`config.mk`:
```
export PLATFORM = sky130hd
export DESIGN_NAME = cs_region_decoder
export DESIGN_NICKNAME = d
export VERILOG_FILES = /design/src/rtl/csd_pkg.sv /design/src/rtl/csd_region_file.sv /design/src/rtl/csd_match.sv /design/src/rtl/csd_pick.sv /design/src/rtl/cs_region_decoder.sv
export SDC_FILE = /design/constraint.sdc
export NUM_CORES = 1
export LEC_CHECK = 0
export BUFFER_PORTS_ARGS = -buffer_cell sky130_fd_sc_hd__buf_2
export CORE_MARGIN = 2
export CORE_UTILIZATION = 49
export CTS_CLUSTER_DIAMETER = 150
export DETAILED_ROUTE_END_ITERATION = 12
export PLACE_DENSITY = 0.69
export SLEW_MARGIN = 20
export SYNTH_ARGS = -nofsm -noshare
export SYNTH_HDL_FRONTEND = slang
export SYNTH_SLANG_ARGS = --single-unit
export TNS_END_PERCENT = 20
```
`constraint.sdc`:
```
create_clock -name clk -period 4.2 [get_ports clk]
set_clock_uncertainty 0.1 [all_clocks]
set_input_delay 0.21 -clock clk [delete_from_list [all_inputs] [get_ports clk]]
set_output_delay 0.21 -clock clk [all_outputs]
set_load 0.02 [all_outputs]
```
`src/rtl/csd_pkg.sv`:
```
package csd_pkg;

    localparam int WORD_W    = 32;
    localparam int BASE_W    = 6;
    localparam int MASK_W    = 4;
    localparam int VALID_POS = 6;
    localparam int MASK_POS  = 8;

    localparam logic [WORD_W-1:0] STORE_BITS     = 32'h0000_0F7F;
    localparam logic [WORD_W-1:0] WORD_RST_FIRST = 32'h0000_0F40;
    localparam logic [WORD_W-1:0] WORD_RST_OTHER = 32'h0000_0F00;

    localparam logic [1:0] KIND_MMIO = 2'd0;
    localparam logic [1:0] KIND_NAND = 2'd2;

    typedef enum logic [1:0] {
        UPD_STEADY = 2'd0,
        UPD_DETACH = 2'd1,
        UPD_ATTACH = 2'd2
    } upd_state_e;

    typedef struct packed {
        logic [MASK_W-1:0] mask;
        logic              valid;
        logic [BASE_W-1:0] base;
    } region_cfg_t;

    function automatic region_cfg_t unpack_word(input logic [WORD_W-1:0] w);
        region_cfg_t c;
        c.base  = w[BASE_W-1:0];
        c.valid = w[VALID_POS];
        c.mask  = w[MASK_POS +: MASK_W];
        return c;
    endfunction

    function automatic logic mask_is_legal(input logic [MASK_W-1:0] m,
                                           input logic allow_full);
        logic ok;
        case (m)
            4'h8, 4'hC, 4'hE, 4'hF: ok = 1'b1;
            4'h0:                   ok = allow_full;
            default:                ok = 1'b0;
        endcase
        return ok;
    endfunction

endpackage

```
`src/rtl/csd_region_file.sv`:
```
module csd_region_file
    import csd_pkg::*;
#(
    parameter int N_CS  = 8,
    parameter int IDX_W = 3
) (
    input  logic                     clk,
    input  logic                     rst_n,
    input  logic                     wr_en,
    input  logic [IDX_W-1:0]         wr_idx,
    input  logic [WORD_W-1:0]        wr_data,
    input  logic [IDX_W-1:0]         rd_idx,
    output logic [WORD_W-1:0]        rd_data,
    output logic [N_CS*WORD_W-1:0]   words,
    output logic [N_CS-1:0]          blocked,
    output upd_state_e               state
);

    logic [WORD_W-1:0] word_q [N_CS];
    upd_state_e        st_q, st_d;
    logic [IDX_W-1:0]  pend_idx_q;
    logic [WORD_W-1:0] pend_word_q;
    logic [WORD_W-1:0] wr_kept;
    logic              wr_in_range;
    logic              wr_differs;

    assign wr_kept     = wr_data & STORE_BITS;
    assign wr_in_range = (int'(wr_idx) < N_CS);
    assign wr_differs  = wr_en && wr_in_range && (wr_kept != word_q[wr_idx]);

    // next-state selection
    always_comb begin
        st_d = st_q;
        unique case (st_q)
            UPD_STEADY: if (wr_differs) st_d = UPD_DETACH;
            UPD_DETACH: st_d = UPD_ATTACH;
            UPD_ATTACH: st_d = UPD_STEADY;
            default:    st_d = UPD_STEADY;
        endcase
    end

    // state register
    always_ff @(posedge clk) begin
        if (!rst_n) st_q <= UPD_STEADY;
        else        st_q <= st_d;
    end

    // pending write capture, only accepted while steady
    always_ff @(posedge clk) begin
        if (!rst_n) begin
            pend_idx_q  <= '0;
            pend_word_q <= '0;
        end else if (st_q == UPD_STEADY && wr_differs) begin
            pend_idx_q  <= wr_idx;
            pend_word_q <= wr_kept;
        end
    end

    // configuration storage, installed on leaving DETACH
    always_ff @(posedge clk) begin
        if (!rst_n) begin
            for (int i = 0; i < N_CS; i++)
                word_q[i] <= (i == 0) ? WORD_RST_FIRST : WORD_RST_OTHER;
        end else if (st_q == UPD_DETACH) begin
            word_q[pend_idx_q] <= pend_word_q;
        end
    end

    // outputs of the sequencer
    always_comb begin
        blocked = '0;
        unique case (st_q)
            UPD_DETACH, UPD_ATTACH: blocked[pend_idx_q] = 1'b1;
            default: ;
        endcase
    end

    assign state   = st_q;
    assign rd_data = word_q[rd_idx];

    for (genvar g = 0; g < N_CS; g++) begin : g_flat
        assign words[g*WORD_W +: WORD_W] = word_q[g];
    end

endmodule

```
`src/rtl/csd_match.sv`:
```
module csd_match
    import csd_pkg::*;
#(
    parameter int N_CS            = 8,
    parameter int ADDR_W          = 32,
    parameter int SPAN_LSB        = 24,
    parameter int OFS_W           = 28,
    parameter int ALLOW_FULL_SPAN = 0
) (
    input  logic [ADDR_W-1:0]       addr,
    input  logic [N_CS*WORD_W-1:0]  words,
    input  logic [N_CS-1:0]         blocked,
    output logic [N_CS-1:0]         match,
    output logic [N_CS-1:0]         cfg_err,
    output logic [N_CS*OFS_W-1:0]   offsets
);

    localparam int SEL_HI = SPAN_LSB + BASE_W;
    localparam int FIX_W  = BASE_W - MASK_W;
    localparam logic [FIX_W-1:0] FIX_CMP = '1;

    logic upper_clear;

    if (ADDR_W > SEL_HI) begin : g_upper
        assign upper_clear = (addr[ADDR_W-1:SEL_HI] == '0);
    end else begin : g_no_upper
        assign upper_clear = 1'b1;
    end

    for (genvar g = 0; g < N_CS; g++) begin : g_region
        region_cfg_t       cfg;
        logic [BASE_W-1:0] cmp_en;
        logic [BASE_W-1:0] diff;
        logic [OFS_W-1:0]  keep;

        assign cfg     = unpack_word(words[g*WORD_W +: WORD_W]);
        assign cmp_en  = {FIX_CMP, cfg.mask};
        assign diff    = (addr[SEL_HI-1:SPAN_LSB] ^ cfg.base) & cmp_en;
        assign match[g] = cfg.valid & ~blocked[g] & upper_clear & (diff == '0);
        assign cfg_err[g] = cfg.valid & ~mask_is_legal(cfg.mask, ALLOW_FULL_SPAN != 0);
        assign keep    = ~{cfg.mask, {SPAN_LSB{1'b0}}};
        assign offsets[g*OFS_W +: OFS_W] = addr[OFS_W-1:0] & keep;
    end

endmodule

```
`src/rtl/csd_pick.sv`:
```
module csd_pick
    import csd_pkg::*;
#(
    parameter int N_CS  = 8,
    parameter int IDX_W = 3,
    parameter int OFS_W = 28
) (
    input  logic                    clk,
    input  logic                    rst_n,
    input  logic                    req_valid,
    input  logic [N_CS-1:0]         match,
    input  logic [N_CS*OFS_W-1:0]   offsets,
    input  logic [2*N_CS-1:0]       dev_kind,
    output logic                    rsp_valid,
    output logic                    rsp_hit,
    output logic                    rsp_miss,
    output logic                    rsp_overlap,
    output logic [N_CS-1:0]         rsp_cs,
    output logic [OFS_W-1:0]        rsp_offset,
    output logic                    rsp_to_mem,
    output logic                    rsp_to_nand
);

    logic [IDX_W-1:0] win_idx;
    logic             found;
    logic             multi;
    logic [1:0]       win_kind;
    logic [OFS_W-1:0] win_ofs;
    logic [N_CS-1:0]  win_onehot;
    logic             take;

    // fixed priority: lowest index wins
    always_comb begin
        win_idx = '0;
        found   = 1'b0;
        for (int i = N_CS - 1; i >= 0; i--) begin
            if (match[i]) begin
                win_idx = IDX_W'(i);
                found   = 1'b1;
            end
        end
        multi      = ($countones(match) > 1);
        win_kind   = dev_kind[win_idx*2 +: 2];
        win_ofs    = offsets[win_idx*OFS_W +: OFS_W];
        win_onehot = N_CS'(1) << win_idx;
        take       = req_valid & found;
    end

    always_ff @(posedge clk) begin
        if (!rst_n) begin
            rsp_valid   <= 1'b0;
            rsp_hit     <= 1'b0;
            rsp_miss    <= 1'b0;
            rsp_overlap <= 1'b0;
            rsp_cs      <= '0;
            rsp_offset  <= '0;
            rsp_to_mem  <= 1'b0;
            rsp_to_nand <= 1'b0;
        end else begin
            rsp_valid   <= req_valid;
            rsp_hit     <= take;
            rsp_miss    <= req_valid & ~found;
            rsp_overlap <= req_valid & multi;
            rsp_cs      <= take ? win_onehot : '0;
            rsp_offset  <= take ? win_ofs : '0;
            rsp_to_mem  <= take & (win_kind == KIND_MMIO);
            rsp_to_nand <= take & (win_kind == KIND_NAND);
        end
    end

endmodule

```
`src/rtl/cs_region_decoder.sv`:
```
module cs_region_decoder
    import csd_pkg::*;
#(
    parameter int N_CS            = 8,
    parameter int ADDR_W          = 32,
    parameter int SPAN_LSB        = 24,
    parameter int ALLOW_FULL_SPAN = 0,
    localparam int IDX_W          = (N_CS > 1) ? $clog2(N_CS) : 1,
    localparam int OFS_W          = SPAN_LSB + MASK_W
) (
    input  logic                 clk,
    input  logic                 rst_n,
    input  logic                 cfg_wr_en,
    input  logic [IDX_W-1:0]     cfg_wr_idx,
    input  logic [WORD_W-1:0]    cfg_wr_data,
    input  logic [IDX_W-1:0]     cfg_rd_idx,
    output logic [WORD_W-1:0]    cfg_rd_data,
    input  logic [2*N_CS-1:0]    dev_kind,
    input  logic                 req_valid,
    input  logic [ADDR_W-1:0]    req_addr,
    output logic                 rsp_valid,
    output logic                 rsp_hit,
    output logic                 rsp_miss,
    output logic                 rsp_overlap,
    output logic [N_CS-1:0]      rsp_cs,
    output logic [OFS_W-1:0]     rsp_offset,
    output logic                 rsp_to_mem,
    output logic                 rsp_to_nand,
    output logic [N_CS-1:0]      cfg_err
);

    logic [N_CS*WORD_W-1:0] words;
    logic [N_CS-1:0]        blocked;
    logic [N_CS-1:0]        match;
    logic [N_CS*OFS_W-1:0]  offsets;
    upd_state_e             upd_state;

    csd_region_file #(
        .N_CS  (N_CS),
        .IDX_W (IDX_W)
    ) u_file (
        .clk     (clk),
        .rst_n   (rst_n),
        .wr_en   (cfg_wr_en),
        .wr_idx  (cfg_wr_idx),
        .wr_data (cfg_wr_data),
        .rd_idx  (cfg_rd_idx),
        .rd_data (cfg_rd_data),
        .words   (words),
        .blocked (blocked),
        .state   (upd_state)
    );

    csd_match #(
        .N_CS            (N_CS),
        .ADDR_W          (ADDR_W),
        .SPAN_LSB        (SPAN_LSB),
        .OFS_W           (OFS_W),
        .ALLOW_FULL_SPAN (ALLOW_FULL_SPAN)
    ) u_match (
        .addr    (req_addr),
        .words   (words),
        .blocked (blocked),
        .match   (match),
        .cfg_err (cfg_err),
        .offsets (offsets)
    );

    csd_pick #(
        .N_CS  (N_CS),
        .IDX_W (IDX_W),
        .OFS_W (OFS_W)
    ) u_pick (
        .clk         (clk),
        .rst_n       (rst_n),
        .req_valid   (req_valid),
        .match       (match),
        .offsets     (offsets),
        .dev_kind    (dev_kind),
        .rsp_valid   (rsp_valid),
        .rsp_hit     (rsp_hit),
        .rsp_miss    (rsp_miss),
        .rsp_overlap (rsp_overlap),
        .rsp_cs      (rsp_cs),
        .rsp_offset  (rsp_offset),
        .rsp_to_mem  (rsp_to_mem),
        .rsp_to_nand (rsp_to_nand)
    );

endmodule

```
==> reports/metrics.csv <==
metric,value,unit
run status,"finished, final reports clean",
Yosys top cell by area,sky130_fd_sc_hd__edfxtp_1,
max-slew violations,0,
cts repair resizes,0,
"IR drop worst, VDD",0.000279,V
sequential share of power,45.0,%
die height,134,microns
signal arrival time at the worst endpoint,4.23,ns
shortest clock period the worst path allows after layout,4.01,ns
Comb pwr share,11.2,%
overflow left after global routing,0,
initial antenna violation count,2,
most repeated library cell on the critical path,sky130_fd_sc_hd__inv_1,
timing-limited maximum frequency,249,MHz
effective utilization at floorplan,50.3,%
count of final hold-check violations,0,
most frequent cell after synthesis,sky130_fd_sc_hd__edfxtp_1,
Worst path slowest cell,sky130_fd_sc_hd__or4_1,
most used flip-flop cell after synthesis,sky130_fd_sc_hd__edfxtp_1,
count of input and output buffers,129,
number of synthesis warnings,0,
Commonest cells post-synth,"88 x sky130_fd_sc_hd__edfxtp_1, 81 x sky130_fd_sc_hd__and2_1, 58 x sky130_fd_sc_hd__dfxtp_1",
largest net degree at the start of global routing,43,
IO Pins,172,
count of maximum capacitance violations,0,
Max Fanout on Critical Path,5,
Pre-Repair DR Iteration Count,6,
part of the Yosys area used for sequential elements,45.6,%
via count of the first global-routing pass,6512,
"Clk pin slew, worst setup/hold paths",0.07,ns
WS Path Type,register to register,
Detail Route Antenna Nets,0,
count of endpoints failing setup in the final report,0,
count of distinct cell types in the synthesized netlist,59,
Area Growth Syn to Fin,20.9,%
post-CTS setup buffer count,0,
TritonCTS clock tree,yes,
Post-Route WL,23600,microns
vias post-DR,6416,
switching component of the power,0.000916,W
Die Outline Area,18100,sq um
count of mapped cells out of synthesis,721,
Remaining DRCs,0,
async set or reset register ratio after synthesis,0,%
Syn Std Cell Area,8340,sq um
detailed placer's ending HPWL,17700,microns
Clock Latency Late Sink,0.43,ns
total clock buffers created by CTS,17,
routed wire length per instance,21.2,microns
flip-flop and latch count after synthesis,146,
wire length of the first global-routing pass,35900,microns
area fraction of the dominant cell type after synthesis,31.7,%
largest stage delay on the critical path,0.61,ns
Total Routing Usage GR,26.8,%
crit path cell chain,inv_1 -> ha_1 -> nand2_1 -> nor2_1 -> or4_1 -> inv_1 -> ha_1 -> inv_1 -> fa_1 -> inv_1 -> fa_1 -> ha_1 -> inv_1 -> fa_1 -> a31oi_1,
dominant cells by area after synthesis,"sky130_fd_sc_hd__edfxtp_1 32%, sky130_fd_sc_hd__dfxtp_1 14%, sky130_fd_sc_hd__mux4_2 12%",
maximum count of clock buffers along a single path,2,
max-slew headroom at the worst pin,42.5,%
mean number of vias per cell,5.76,
CTS root buffer,sky130_fd_sc_hd__clkbuf_16,
number of enable flip-flop cells after synthesis,88,
count of H-tree levels built during CTS,4,
Floorplan Core Area,16600,sq um
# nets final,986,
Worst Hold Class,input port to register,
reported leakage power,4.11,nW
total negative slack for setup checks,0,ns
Critical Path RT,4.41,ns
core occupancy in the finished layout,60.8,%
die span in x,134,microns
worst slack after detailed placement,0.211,ns
"crit path setup slack, layout",0.188,ns
part of the power in the clock network,43.7,%
share of layout cells above drive strength 1,26.5,%
switching part of the total power,25.6,%
num rows,47,
Critical Path Start Type,register,
period utilisation layout,95.5,%
Num Clock Sinks,146,
syn_area_per_cell,11.6,sq um
Worst Tran Pin Value,0.852,ns
setup repair after global routing missed its margin,no,
Iteration-0 DRC Markers,691,
final weighted congestion of routability-driven global placement,0.977,
PwrDens,355,nW/um^2
cell-internal power,0.00266,W
critical path capture point type,register,
-- per-stage QoR --
stage	std cells	cell area [sq um]	hold WS (ns)	power, W
2_1_floorplan	741	8420	0.232	0.00189
3_3_place_gp	1045	9100	0.310	0.00200
3_5_place_dp	1045	9100	0.314	0.00201
4_1_cts	1113	10100	0.0216	0.00358
5_1_grt	1113	10100	0.0335	0.00368
6_report	1114	10100	0.0413	0.00358
-- kinds of logic (layout without fill, tap and decap cells) --
kind of cell	Yosys count	count (layout)	share of synthesized area (%)
buffers and inverters	89	241	5.58
other	1	22	0.0450
AOI/OAI and AO/OA	112	112	8.96
and+or+nand+nor	224	224	15.2
muxes	74	74	15.6
DFF	146	146	45.6
adders and majority gates	16	16	2.76
xor gates and xnor gates	59	59	6.19
-- per-layer routing --
metal / part of all wire (%) / up-vias / GRT usage, %
met2: 50 / 330 / 46.0
li1: - / 2926 / -
met5: 0 / - / 0
met4: 2.1 / 0 / 8.54
met3: 9.2 / 44 / 6.38
met1: 39 / 3116 / 33.5
-- worst max-delay path: cells and delay by family (launching register included) --
kind	cells	cell delay, ns
simple gates	3	0.80
compound gates	1	0.06
buf+inv	5	0.30
fa+ha+maj	6	2.23
flops	1	0.39
-- power groups by stage --
| stage | Clock, W | Combinational (W) | Sequential (W) |
|---|---|---|---|
| final | 0.00156 | 0.000402 | 0.00161 |
| after CTS | 0.00158 | 0.000398 | 0.00161 |
| after global routing | 0.00164 | 0.000429 | 0.00162 |
| after detailed placement | 0 | 0.000371 | 0.00164 |
| after global placement | 0 | 0.000365 | 0.00164 |
| after floorplan | 0 | 0.000274 | 0.00162 |
-- cell type report --
cell class	instances	area, sq um
Timing Repair Buffer	181	1130
Antenna cell	1	2.50
Sequential cell	146	3800
Clock inverter	14	165
Fill cell	1353	6500
Clock buffer	18	450
Multi-Input combinational cell	506	4150
Tap cell	220	275
Inverter	28	105
-- final timing paths --
check / start / endpoint / slack [ns] / cells after the start
hold / removal: dev_kind[9] / u_pick.rsp_to_mem / 0.04 / 3
hold reg to reg: u_file.state[1] / u_file.state[1] / 0.37 / 2
setup reg to reg: u_file.state[0] / u_pick.rsp_overlap / 0.19 / 15
setup / recovery: u_file.state[0] / u_pick.rsp_overlap / 0.19 / 15
-- placed cells by master, fill, tap and decap left out, types with 4 or more instances in the layout --
cell / instances
sky130_fd_sc_hd__nand2_1: 36
sky130_fd_sc_hd__nor3_1: 9
sky130_fd_sc_hd__inv_1: 28
sky130_fd_sc_hd__or3_1: 24
sky130_fd_sc_hd__o32ai_1: 4
sky130_fd_sc_hd__mux4_2: 44
sky130_fd_sc_hd__nand2b_1: 16
sky130_fd_sc_hd__dfxtp_1: 58
sky130_fd_sc_hd__inv_6: 5
sky130_fd_sc_hd__mux2_2: 11
sky130_fd_sc_hd__clkbuf_16: 18
sky130_fd_sc_hd__fa_1: 4
sky130_fd_sc_hd__nor2_1: 17
sky130_fd_sc_hd__dlygate4sd3_1: 36
sky130_fd_sc_hd__edfxtp_1: 88
sky130_fd_sc_hd__a21oi_1: 14
sky130_fd_sc_hd__conb_1: 21
sky130_fd_sc_hd__buf_4: 16
sky130_fd_sc_hd__and3_1: 5
sky130_fd_sc_hd__o21ai_0: 25
sky130_fd_sc_hd__a21boi_0: 8
sky130_fd_sc_hd__ha_1: 12
sky130_fd_sc_hd__o21ai_1: 12
sky130_fd_sc_hd__a22oi_1: 15
sky130_fd_sc_hd__xor2_1: 50
sky130_fd_sc_hd__and2_1: 81
sky130_fd_sc_hd__xnor2_1: 9
sky130_fd_sc_hd__mux2i_1: 19
sky130_fd_sc_hd__o221ai_1: 8
sky130_fd_sc_hd__nand4_1: 5
sky130_fd_sc_hd__a31oi_1: 4
sky130_fd_sc_hd__buf_2: 129
sky130_fd_sc_hd__nand3_1: 20
-- flip-flops by register name, indices dropped and copies added, names as in the netlist --
register / cells
u_file.pend_idx_q: 3
u_file.pend_word_q: 11
u_file.state: 2
u_file.word_q: 88
u_pick.rsp_cs: 8
u_pick.rsp_hit: 1
u_pick.rsp_miss: 1
u_pick.rsp_offset: 28
u_pick.rsp_overlap: 1
u_pick.rsp_to_mem: 1
u_pick.rsp_to_nand: 1
u_pick.rsp_valid: 1
-- what timing repair did --
| action | CTS | global route |
|---|---|---|
| setup endpoints to repair | 0 | 1 |
| hold endpoints to repair | 36 | 0 |
| hold buffers | 36 | 0 |
Power figures use the tool's default switching activity.
